`src/rtl/hc_irq_mask_pkg.sv`:
```
package hc_irq_mask_pkg;

  localparam int DATA_W      = 32;
  localparam int ADDR_W      = 8;
  localparam int NUM_LIST    = 4;
  localparam int BASE_ALIGN  = 8;
  localparam int LIST_ALIGN  = 4;
  localparam int MASTER_BIT  = 31;
  localparam int LIST_STRIDE = 4;
  localparam int LIST_IDX_W  = (NUM_LIST > 1) ? $clog2(NUM_LIST) : 1;

  localparam logic [ADDR_W-1:0] ADDR_SET   = 8'h10;
  localparam logic [ADDR_W-1:0] ADDR_CLR   = 8'h14;
  localparam logic [ADDR_W-1:0] ADDR_BASE  = 8'h18;
  localparam logic [ADDR_W-1:0] ADDR_LIST0 = 8'h1C;

  // per-event enable positions (bit 4 left out: not implemented)
  localparam logic [DATA_W-1:0] EVENT_BITS = 32'h4000_006F;
  localparam logic [DATA_W-1:0] MASTER_MSK = DATA_W'(1) << MASTER_BIT;
  localparam logic [DATA_W-1:0] IMPL_BITS  = EVENT_BITS | MASTER_MSK;

  localparam logic [DATA_W-1:0] BASE_KEEP = {DATA_W{1'b1}} << BASE_ALIGN;
  localparam logic [DATA_W-1:0] LIST_KEEP = {DATA_W{1'b1}} << LIST_ALIGN;

  typedef enum logic [1:0] {
    RD_NONE,
    RD_MASK,
    RD_BASE,
    RD_LIST
  } rdSel_e;

  typedef struct packed {
    logic                  setMask;
    logic                  clrMask;
    logic                  wrBase;
    logic [NUM_LIST-1:0]   wrList;
    rdSel_e                rdSel;
    logic [LIST_IDX_W-1:0] rdIdx;
  } regStrobe_t;

endpackage

```
`src/rtl/hc_irq_mask_ctrl.sv`:
```
module hc_irq_mask_ctrl
  import hc_irq_mask_pkg::*;
(
  input  logic [ADDR_W-1:0] regAddr,
  input  logic              regWrEn,
  output regStrobe_t        strobe
);

  logic              aligned;
  logic [NUM_LIST-1:0] listHit;

  assign aligned = (regAddr[1:0] == 2'b00);

  generate
    for (genvar gi = 0; gi < NUM_LIST; gi++) begin : g_listDec
      localparam logic [ADDR_W-1:0] LIST_ADDR = ADDR_W'(ADDR_LIST0 + gi * LIST_STRIDE);
      assign listHit[gi] = aligned && (regAddr == LIST_ADDR);
    end
  endgenerate

  always_comb begin
    strobe       = '0;
    strobe.rdSel = RD_NONE;
    if (aligned && regAddr == ADDR_SET) begin
      strobe.rdSel   = RD_MASK;
      strobe.setMask = regWrEn;
    end else if (aligned && regAddr == ADDR_CLR) begin
      strobe.rdSel   = RD_MASK;
      strobe.clrMask = regWrEn;
    end else if (aligned && regAddr == ADDR_BASE) begin
      strobe.rdSel  = RD_BASE;
      strobe.wrBase = regWrEn;
    end else if (|listHit) begin
      strobe.rdSel  = RD_LIST;
      strobe.wrList = listHit & {NUM_LIST{regWrEn}};
      for (int i = 0; i < NUM_LIST; i++) begin
        if (listHit[i]) strobe.rdIdx = LIST_IDX_W'(i);
      end
    end
  end

endmodule

```
`src/rtl/hc_irq_mask_datapath.sv`:
```
module hc_irq_mask_datapath
  import hc_irq_mask_pkg::*;
(
  input  logic              clk,
  input  logic              rstN,
  input  regStrobe_t        strobe,
  input  logic [DATA_W-1:0] regWrData,
  input  logic [DATA_W-1:0] eventStatus,
  output logic [DATA_W-1:0] regRdData,
  output logic [DATA_W-1:0] maskWord,
  output logic              irqOut
);

  logic [DATA_W-1:0] maskQ;
  logic [DATA_W-1:0] maskNext;
  logic [DATA_W-1:0] setBits;
  logic [DATA_W-1:0] clrBits;
  logic [DATA_W-1:0] baseQ;
  logic [DATA_W-1:0] listQ [NUM_LIST];
  logic              irqQ;
  logic              irqNext;

  assign setBits  = strobe.setMask ? regWrData : '0;
  assign clrBits  = strobe.clrMask ? regWrData : '0;
  // clear takes priority over set on a shared bit
  assign maskNext = ((maskQ | setBits) & ~clrBits) & IMPL_BITS;

  always_ff @(posedge clk or negedge rstN) begin
    if (!rstN) maskQ <= '0;
    else       maskQ <= maskNext;
  end

  always_ff @(posedge clk or negedge rstN) begin
    if (!rstN)            baseQ <= '0;
    else if (strobe.wrBase) baseQ <= regWrData & BASE_KEEP;
  end

  generate
    for (genvar gi = 0; gi < NUM_LIST; gi++) begin : g_listReg
      always_ff @(posedge clk or negedge rstN) begin
        if (!rstN)                 listQ[gi] <= '0;
        else if (strobe.wrList[gi]) listQ[gi] <= regWrData & LIST_KEEP;
      end
    end
  endgenerate

  assign irqNext = maskQ[MASTER_BIT] & (|(eventStatus & maskQ & EVENT_BITS));

  always_ff @(posedge clk or negedge rstN) begin
    if (!rstN) irqQ <= 1'b0;
    else       irqQ <= irqNext;
  end

  always_comb begin
    unique case (strobe.rdSel)
      RD_MASK: regRdData = maskQ;
      RD_BASE: regRdData = baseQ;
      RD_LIST: regRdData = listQ[strobe.rdIdx];
      default: regRdData = '0;
    endcase
  end

  assign maskWord = maskQ;
  assign irqOut   = irqQ;

endmodule

```
`src/rtl/hc_irq_mask_bank.sv`:
```
module hc_irq_mask_bank
  import hc_irq_mask_pkg::*;
(
  input  logic              clk,
  input  logic              rstN,
  input  logic [ADDR_W-1:0] regAddr,
  input  logic              regWrEn,
  input  logic [DATA_W-1:0] regWrData,
  output logic [DATA_W-1:0] regRdData,
  input  logic [DATA_W-1:0] eventStatus,
  output logic              irqOut
);

  regStrobe_t        strobe;
  logic [DATA_W-1:0] maskWord;

  hc_irq_mask_ctrl i_ctrl (
    .regAddr (regAddr),
    .regWrEn (regWrEn),
    .strobe  (strobe)
  );

  hc_irq_mask_datapath i_dp (
    .clk         (clk),
    .rstN        (rstN),
    .strobe      (strobe),
    .regWrData   (regWrData),
    .eventStatus (eventStatus),
    .regRdData   (regRdData),
    .maskWord    (maskWord),
    .irqOut      (irqOut)
  );

endmodule

```
`config.mk`:
```
export PLATFORM = sky130hd
export DESIGN_NAME = hc_irq_mask_bank
export DESIGN_NICKNAME = d
export VERILOG_FILES = /design/src/rtl/hc_irq_mask_pkg.sv /design/src/rtl/hc_irq_mask_ctrl.sv /design/src/rtl/hc_irq_mask_datapath.sv /design/src/rtl/hc_irq_mask_bank.sv
export SDC_FILE = /design/constraint.sdc
export NUM_CORES = 1
export LEC_CHECK = 0
export BUFFER_PORTS_ARGS = -buffer_cell sky130_fd_sc_hd__buf_2
export CORE_ASPECT_RATIO = 1.75
export CORE_MARGIN = 2
export CORE_UTILIZATION = 61
export CTS_CLUSTER_SIZE = 40
export DETAILED_ROUTE_END_ITERATION = 16
export PLACE_DENSITY = 0.85
export SLEW_MARGIN = 20
export SYNTH_ARGS = -nofsm -noshare
export SYNTH_HDL_FRONTEND = slang
export SYNTH_SLANG_ARGS = --single-unit
```
`constraint.sdc`:
```
create_clock -name clk -period 5.94 [get_ports clk]
set_clock_uncertainty 0.05 [all_clocks]
set_input_delay 1.188 -clock clk [delete_from_list [all_inputs] [get_ports clk]]
set_output_delay 1.188 -clock clk [all_outputs]
set_load 0.005 [all_outputs]
```
# After elaboration in Yosys (flattened, before gate mapping)
# Cells that the tools add are included.
classes:
  magnitude_cmp: 1
  eq_ne: 10
  mux: 22
  bitwise_logic: 7
  reduce_logical: 10
op_table:
  columns: ["op", "n"]
  rows:
  - ["two-way mux 32 bit", 4]
  - ["one-hot mux 32 bit (3 select lines)", 1]
  - ["binary-select mux 32 bit (select 2 bit)", 1]
  - ["AND 32 bit", 1]
  - ["equality test 8 x 5 -> 1 bit, second input constant", 4]
  - ["NOT 32 bit", 1]
  - ["OR 32 bit", 1]
  - ["AND 31 bit", 1]
  - ["equality test 8 x 6 -> 1 bit, second input constant", 3]
  - ["two-way mux 2 bit", 8]
  - ["two-way mux 8 bit", 1]
  - ["logical AND 1 bit", 7]
  - ["OR reduction 7 bit", 1]
  - ["two-way mux 6 bit", 1]
  - ["two-way mux 5 bit", 1]
  - ["AND 4 bit", 1]
  - ["equality test 2 bit, second input constant", 2]
  - ["two-way mux 1 bit", 4]
  - ["two-way mux 4 bit", 1]
  - ["OR reduction 4 bit", 1]
  - ["greater-or-equal comparator 3 bit, second input constant", 1]
  - ["NOT 2 -> 3 bit", 1]
  - ["equality test 2 x 1 -> 1 bit, second input constant", 1]
  - ["zero test 2 bit", 1]
  - ["AND 1 bit", 1]
totals:
  regBits: 145
  out_inout_bits: 33
  elab_cells: 57

# Longest topological paths before layout
# Gate-level depths: netlist of run 1.
depth:
  ltp_word: 14
  mapped_depth: 7
  ltp_nobuf: 4

# Hierarchy
# A second synthesis of run 1 with hierarchy kept.
hier_totals:
  cells_unflattened: 448
  hier_area_um2: 6777.8
modules_own_cells:
  columns: ["mod", "instances", "cells_per_inst", "area_per_inst_um2", "seq_area_each_um2"]
  rows:
  - ["hc_irq_mask_datapath", 1, 422, 6598.8, 3628.5]
  - ["hc_irq_mask_ctrl", 1, 26, 178.9, 0.0]

# Least setup slack after synthesis of run 1
# OpenSTA, ideal clock, no wires.
synth_path:
  kind: "input-to-output"
  from: "input regAddr[2]"
  to: "output regRdData[10]"
  t_arrival_ns: 2.698
  required_ns: 4.702
  path_slack_ns: 2.004
  cell_stages: 7
  path_buffers: 3
  path_cell_list: "buf_2 -> or4b_1 -> buf_2 -> nor4_4 -> clkbuf_1 -> a22oi_1 -> o21ai_0"
synth_via:
  elab_chain_cells: 14
  word_cells_on_any_way: 33
  classes_between: "eq/ne: 10; mux: 14; bitwise: 1; reduce/logical: 8"
synth_rtl:
  columns: ["item", "line_no", "rtl"]
  rows:
  - ["from (decl)", "hc_irq_mask_bank.sv:6", "input logic [ADDR_W-1:0] regAddr,"]
  - ["equality test 8 x 6 -> 1 bit", "hc_irq_mask_ctrl.sv:17", "assign listHit[gi] = aligned && (regAddr == LIST_ADDR);"]
  - ["logical AND 1 bit", "hc_irq_mask_ctrl.sv:17", null]
  - ["two-way mux 1 bit", "hc_irq_mask_ctrl.sv:37", "if (listHit[i]) strobe.rdIdx = LIST_IDX_W'(i);"]
  - ["two-way mux 2 bit (2 in a row)", "hc_irq_mask_ctrl.sv:37", null]
  - ["two-way mux 8 bit", "hc_irq_mask_ctrl.sv:33", "end else if (|listHit) begin"]
  - ["two-way mux 2 bit", "hc_irq_mask_ctrl.sv:30", "end else if (aligned && regAddr == ADDR_BASE) begin"]
  - ["two-way mux 2 bit", "hc_irq_mask_ctrl.sv:27", "end else if (aligned && regAddr == ADDR_CLR) begin"]
  - ["two-way mux 2 bit", "hc_irq_mask_ctrl.sv:24", "if (aligned && regAddr == ADDR_SET) begin"]
  - ["NOT 2 -> 3 bit (not written as such)", "hc_irq_mask_datapath.sv:58", "RD_LIST: regRdData = listQ[strobe.rdIdx];"]
  - ["binary-select mux 32 bit (select 2 bit)", "hc_irq_mask_datapath.sv:58", null]
  - ["two-way mux 32 bit (not written as such) (2 in a row)", "hc_irq_mask_datapath.sv:58", null]
  - ["one-hot mux 32 bit (3 select lines) *", "hc_irq_mask_datapath.sv:55", "unique case (strobe.rdSel)"]
  - ["to (decl)", "hc_irq_mask_bank.sv:9", "output logic [DATA_W-1:0] regRdData,"]
# Every way passes the cells marked *; elsewhere a longest branch is shown, timed or not. The select of a mux whose other input is x is not followed.

# Final worst setup path of run 1
layout_path:
  from: "input regAddr[3]"
  to: "output regRdData[26]"
# The elaborated chain is that of the path after synthesis.

==> out/metrics.cfg, run 1 <==
[placed_design]
placed_cells = 719
io_buffer_count = 82
pre_cts_ws_ns = 1.18
gp_congestion = 0.821
place_hpwl_um = 9820

[clocking]
clk_pin_slew_ns = 0.05
clk_latency_ns = 0.42
cts_resized = 0
cts_tree = built
root_buffer = clkbuf_16
numCtsBuffers = 17
hold_buffers = 0
cts-htree-levels = 4
cts_sinks = 145
cts_max_path_buffers = 2
cts_setup_buffers = 0

[sta]
fmax_mhz = 205
finalHoldViolations = 0
holdWs_ns = 0.453
tightest_slew_ns = 0.994
grt_setup_unrepaired = false
slew_headroom_pct = 33.5
slew_viol_final = 0
setup_ws_ns = 1.07
setup_viol = 0
fin_crit_ns = 4.87
timing.setup.tns_ns = 0
finalCritPeriodShare_pct = 82.0

[setup_path]
worst_setup_path_start_kind = primary input
cp-end-kind = primary output
worstPathCellList = buf_2 > or4b_1 > nor4_4 > buf_4 > a22oi_1 > o21ai_0 > buf_2
critPathCapture = regRdData[26]
critPathLaunch = regAddr[3]
crit_buf_inv = 3
reg2reg_to = i_dp.irqOut
cp_slowest_cell = or4b_1
worstPathArrival_ns = 3.63
crit_path_frequent_cell = buf_2
cpPeakStageDelay_ns = 0.83
path_class = in2out
r2r_slack_ns = 4.91
r2r_start = i_dp.maskWord[6]
rr_worst_depth = 2
cp_top_family = simple AND/OR/NAND/NOR gates
path_max_fanout = 30
required_ns = 4.70
critical_path_depth = 7

[global_route]
grt_start_max_net_pins = 82
grt_pass1_wl_um = 25700
grt_pass1_vias = 5103
antenna_found_initial = 0
grt-ovfl-total = 0
track_usage_pct = 27.8

[synth]
syn-num-nets = 604
synth.distinct_cells = 38
avgSynthCellArea_um2 = 12.8
synth_top_area_share_pct = 53.5
synth_top_area_cell = dfrtp_1
synthTopCellsByCount = dfrtp_1, mux2_2, o21ai_0
synth_most_common_cell = dfrtp_1
syn_area_um2 = 6780
yosys_warnings = 0
synth_seq_area_share_pct = 53.5
synth_edf_count = 0
synthCells = 529
async_flop_share_pct = 100
synthFlopType = dfrtp_1
ys_seq_elements = 145
synth_area_leaders = dfrtp_1, mux2_2, mux2_4

[floorplan]
pin_count = 108
start_util_pct = 61.8
std_cell_rows = 51
dieArea_um2 = 12000
fp.dieH_um = 143
dieWidth_um = 83.7
core_area_um2 = 11000

[run_status]
status = finished, final reports clean

[detailed_routing]
drt_pass1_iterations = 5
wirelength_um = 15900
drcViolationCount = 0
wire_per_inst_um = 21.2
drt_iter0_markers = 284
ant_nets = 0
vias = 4690
viasPerCell = 6.25

[final_layout]
nNetsFinal = 681
stdcell_count = 750
fillers = 682
multi_input_area_um2 = 2980
seq_area_um2 = 3630
n_antenna_cell = 0
layout-drive-gt1-share_pct = 44.3
synthToLayoutAreaGrowth_pct = 17.0

[worst_hold_path]
hold_class = reg2reg
min_path_cells = 1

[power]
leakage_nw = 4.13
peakVddDrop_mv = 0.252
total_power_mw = 2.38
power_density_nw_per_um2 = 300

[run]
cap_violations = 0

[final cells by class]
cell class / instances / area share (%)
flip-flops and latches: 145 / 45.8
multi-input cells: 343 / 37.5
repair buffers: 91 / 6.11
clock buffers: 22 / 5.86
clock inverters: 9 / 2.27
well taps: 132 / 2.08
inverters: 8 / 0.379
[stage by stage]
stage	area [um2]	utilization, %
finish	7930	72.2
global route	7930	72.2
CTS	7930	72.2
detailed placement	7280	66.4
global placement	7280	66.4
floorplan	6780	-
[worst register-to-register path, cell delays in order (launching register included)]
cell,delay [ns]
dfrtp_1,0.39
a222oi_1,0.33
a31oi_1,0.13
[state kept, by name, indices dropped and copies added (netlist names)]
signal         flops
i_dp.listQ       112
i_dp.baseQ        24
i_dp.irqOut        1
i_dp.maskWord      8
[cells in the final DEF, fill, tap and decap left out, types with 3 or more instances in the layout]
master,count
a21oi_1,27
mux2i_1,25
mux2_2,128
o21ai_0,28
a22oi_1,12
inv_1,8
mux2_4,20
o22ai_1,16
nor2_1,15
buf_2,81
nor3_1,5
dfrtp_1,145
nand2_1,25
clkbuf_1,3
a31oi_1,4
buf_4,9
and2_1,12
bufinv_16,5
clkbuf_16,17
[how the worst min path moves through the flow]
stage | from | slack [ns] | to
after floorplan | i_dp.listQ[43] | 0.42 | i_dp.listQ[43]
after global placement | i_dp.listQ[47] | 0.43 | i_dp.listQ[47]
after detailed placement | i_dp.listQ[112] | 0.44 | i_dp.listQ[112]
after CTS | i_dp.listQ[73] | 0.46 | i_dp.listQ[73]
after global routing | i_dp.listQ[50] | 0.46 | i_dp.listQ[50]
final | i_dp.listQ[73] | 0.45 | i_dp.listQ[73]
[layer usage]
| metal | wire length, um | vias to the layer above | GRT usage, % |
|---|---|---|---|
| li1 | - | 2091 | - |
| met1 | 6080 | 2380 | 31.9 |
| met2 | 8450 | 170 | 49.3 |
| met3 | 822 | 49 | 5.28 |
| met4 | 549 | 0 | 14.1 |
| met5 | 0 | - | 0 |
[power breakdown]
group / switching (mW) / internal [mW] / leakage [nW]
Sequential: 0.0262 / 1.04 / 1.96
Clock: 0.398 / 0.765 / 0.310
Combinational: 0.0829 / 0.0709 / 1.86
Total: 0.507 / 1.87 / 4.13
[kinds of logic after synthesis]
kind of cell	count (synthesis)	share of synthesized area, %
multiplexers	173	29.4
flip-flops	145	53.5
AO/OA/AOI/OAI	94	8.12
AND/OR/NAND/NOR	76	6.26
buffers and inverters	41	2.70
No activity file was read; power rests on OpenSTA's default activity.
==> inputs of run 2 (changes only) <==
--- a/config.mk
+++ b/config.mk
@@ -8,10 +8,10 @@
 export BUFFER_PORTS_ARGS = -buffer_cell sky130_fd_sc_hd__buf_2
 export CORE_ASPECT_RATIO = 1.75
 export CORE_MARGIN = 2
-export CORE_UTILIZATION = 61
+export CORE_UTILIZATION = 51
 export CTS_CLUSTER_SIZE = 40
 export DETAILED_ROUTE_END_ITERATION = 16
-export PLACE_DENSITY = 0.85
+export PLACE_DENSITY = 0.76
 export SLEW_MARGIN = 20
 export SYNTH_ARGS = -nofsm -noshare
 export SYNTH_HDL_FRONTEND = slang
==> constraint.sdc (replaced) <==
create_clock -name clk -period 4.3 [get_ports clk]
set_clock_uncertainty 0.05 [all_clocks]
set_input_delay 0.86 -clock clk [delete_from_list [all_inputs] [get_ports clk]]
set_output_delay 0.86 -clock clk [all_outputs]
set_load 0.005 [all_outputs]
==> run 2 against run 1 <==
Against the previous run: cell count up 6.3%; setup slack got worse by 0.40 ns; critical endpoint is now regRdData[8]; sequential share of layout area down 0.56 points; first-iteration DRC count shrank 5.3%.
==> out/metrics.cfg, run 2 (synthesized netlist as in run 1, its figures left out) <==
[run_status]
status = finished, final reports clean

[setup_path]
crit_buf_inv = 3  ; unchanged
rr_worst_depth = 2  ; unchanged
worstPathCellList = buf_2 > or4_1 > nor4b_2 > buf_4 > a21oi_1 > o21ai_0 > buf_2
cpPeakStageDelay_ns = 0.66  ; -0.17 ns
r2r_start = i_dp.maskWord[2]
reg2reg_to = i_dp.irqOut
path_max_fanout = 12  ; -60%
worst_setup_path_start_kind = primary input
cp-end-kind = primary output
cp_slowest_cell = or4_1
path_class = in2out
required_ns = 3.39  ; -1.31 ns
cp_top_family = simple AND/OR/NAND/NOR gates
worstPathArrival_ns = 2.72  ; -0.91 ns
r2r_slack_ns = 3.23  ; -1.68 ns
crit_path_frequent_cell = buf_2

[placed_design]
gp_congestion = 0.851  ; +3.6%
io_buffer_count = 82  ; unchanged
place_hpwl_um = 10100  ; +2.7%

[detailed_routing]
drt_pass1_iterations = 4  ; -1
wirelength_um = 15900  ; about the same
drt_iter0_markers = 269  ; -5.3%
wire_per_inst_um = 19.9  ; -5.9%
ant_nets = 0  ; unchanged
drcViolationCount = 0  ; unchanged
vias = 4603  ; -1.9%
viasPerCell = 5.78  ; -7.6%

[sta]
finalCritPeriodShare_pct = 84.5
fmax_mhz = 275
timing.setup.tns_ns = 0  ; unchanged
fin_crit_ns = 3.63
setup_viol = 0  ; unchanged
tightest_slew_ns = 0.985  ; -0.00825 ns
slew_viol_final = 0  ; unchanged
grt_setup_unrepaired = false
slew_headroom_pct = 34.1  ; +0.55 points
finalHoldViolations = 0  ; unchanged

[clocking]
clk_latency_ns = 0.41  ; about the same
hold_buffers = 0  ; unchanged
cts_setup_buffers = 0  ; unchanged
numCtsBuffers = 17  ; unchanged
cts_sinks = 145  ; unchanged
cts-htree-levels = 4  ; unchanged
cts_tree = built
root_buffer = clkbuf_16
cts_max_path_buffers = 2  ; unchanged
cts_resized = 0  ; unchanged
clk_pin_slew_ns = 0.05  ; about the same

[run]
cap_violations = 0  ; unchanged

[worst_hold_path]
min_path_cells = 1  ; unchanged
hold_end = i_dp.listQ[38]
min_from = i_dp.listQ[38]
hold_class = reg2reg

[global_route]
track_usage_pct = 23.3  ; -4.5 points
grt-ovfl-total = 0  ; unchanged
antenna_found_initial = 1  ; +1
grt_pass1_vias = 5029  ; -1.5%
grt_pass1_wl_um = 25800  ; +0.45%
grt_start_max_net_pins = 120  ; +46%

[final_layout]
top_register = i_dp.listQ
largest_reg_flops = 112  ; unchanged
nNetsFinal = 687  ; +0.88%
fillers = 1066  ; +56%
multi_input_area_um2 = 2970  ; -0.29%
seq_area_um2 = 3630  ; unchanged
synthToLayoutAreaGrowth_pct = 18.4
layout_commonest_cell = dfrtp_1
final_cell_mix = dfrtp_1, mux2_2, buf_2
layout-drive-gt1-share_pct = 45.4  ; +1.1 points

[floorplan]
start_util_pct = 52.4  ; -9.4 points
dieWidth_um = 91.1  ; +8.9%
dieArea_um2 = 14300  ; +19%
pin_count = 108  ; unchanged
std_cell_rows = 55  ; +7.8%
core_area_um2 = 12900  ; +18%
fp.dieH_um = 157  ; +9.1%

[power]
power_density_nw_per_um2 = 409  ; +36%
leakage_nw = 4.15  ; +0.51%
total_power_mw = 3.28  ; +38%
peakVddDrop_mv = 0.275  ; +9.2%

[run 2: cell types whose count changed in the layout (fill, tap and decap cells not counted), sizes merged]
cell,delta
buf,+5
clkbuf,-3
clkinv,+2
clkinvlp,+3
diode,+1
[run 2: where the power goes]
group	internal (mW)	switching, mW
registers	1.43	0.0348
logic	0.0994	0.114
clock network	1.04	0.558
total	2.57	0.706
[run 2: how the worst max path moves through the flow]
stage	start	end	slack [ns]	cells after the start
floorplan	regAddr[2]	regRdData[10]	1.02	7
global placement	regAddr[7]	regRdData[8]	0.72	7
detailed placement	regAddr[7]	regRdData[8]	0.72	7
CTS	regAddr[7]	regRdData[8]	0.70	7
global route	regAddr[7]	regRdData[20]	0.63	7
finish	regAddr[7]	regRdData[8]	0.67	7
[run 2: metal layers]
metal  vias up  track usage (%)  wire length [um]
li1       2088                -                 -
met1      2378             26.3              6250
met2       109             43.5              8830
met3        28             3.90               473
met4         0             8.80               339
met5         -                0                 0
[run 2: metrics by stage]
| step | setup WS, ns | hold slack [ns] | instances | cell area (um2) | utilization [%] |
|---|---|---|---|---|---|
| after detailed placement | 0.718 | 0.441 | 764 | 7370 | 57.0 |
| after CTS | 0.697 | 0.456 | 796 | 8020 | 62.0 |
| after floorplan | 1.02 | 0.424 | 529 | 6780 | - |
| after global routing | 0.635 | 0.472 | 797 | 8030 | 62.0 |
| final | 0.666 | 0.453 | 797 | 8030 | 62.0 |
| after global placement | 0.719 | 0.431 | 764 | 7370 | 57.0 |
[run 2: final cells by class]
class,instances,area share (%)
Sequential cell,145,45.2
Inverter,8,0.374
Clock buffer,18,5.47
Tap cell,171,2.67
Clock inverter,14,2.65
Multi-Input combinational cell,343,37.0
Antenna cell,1,0.0312
Timing Repair Buffer,97,6.63
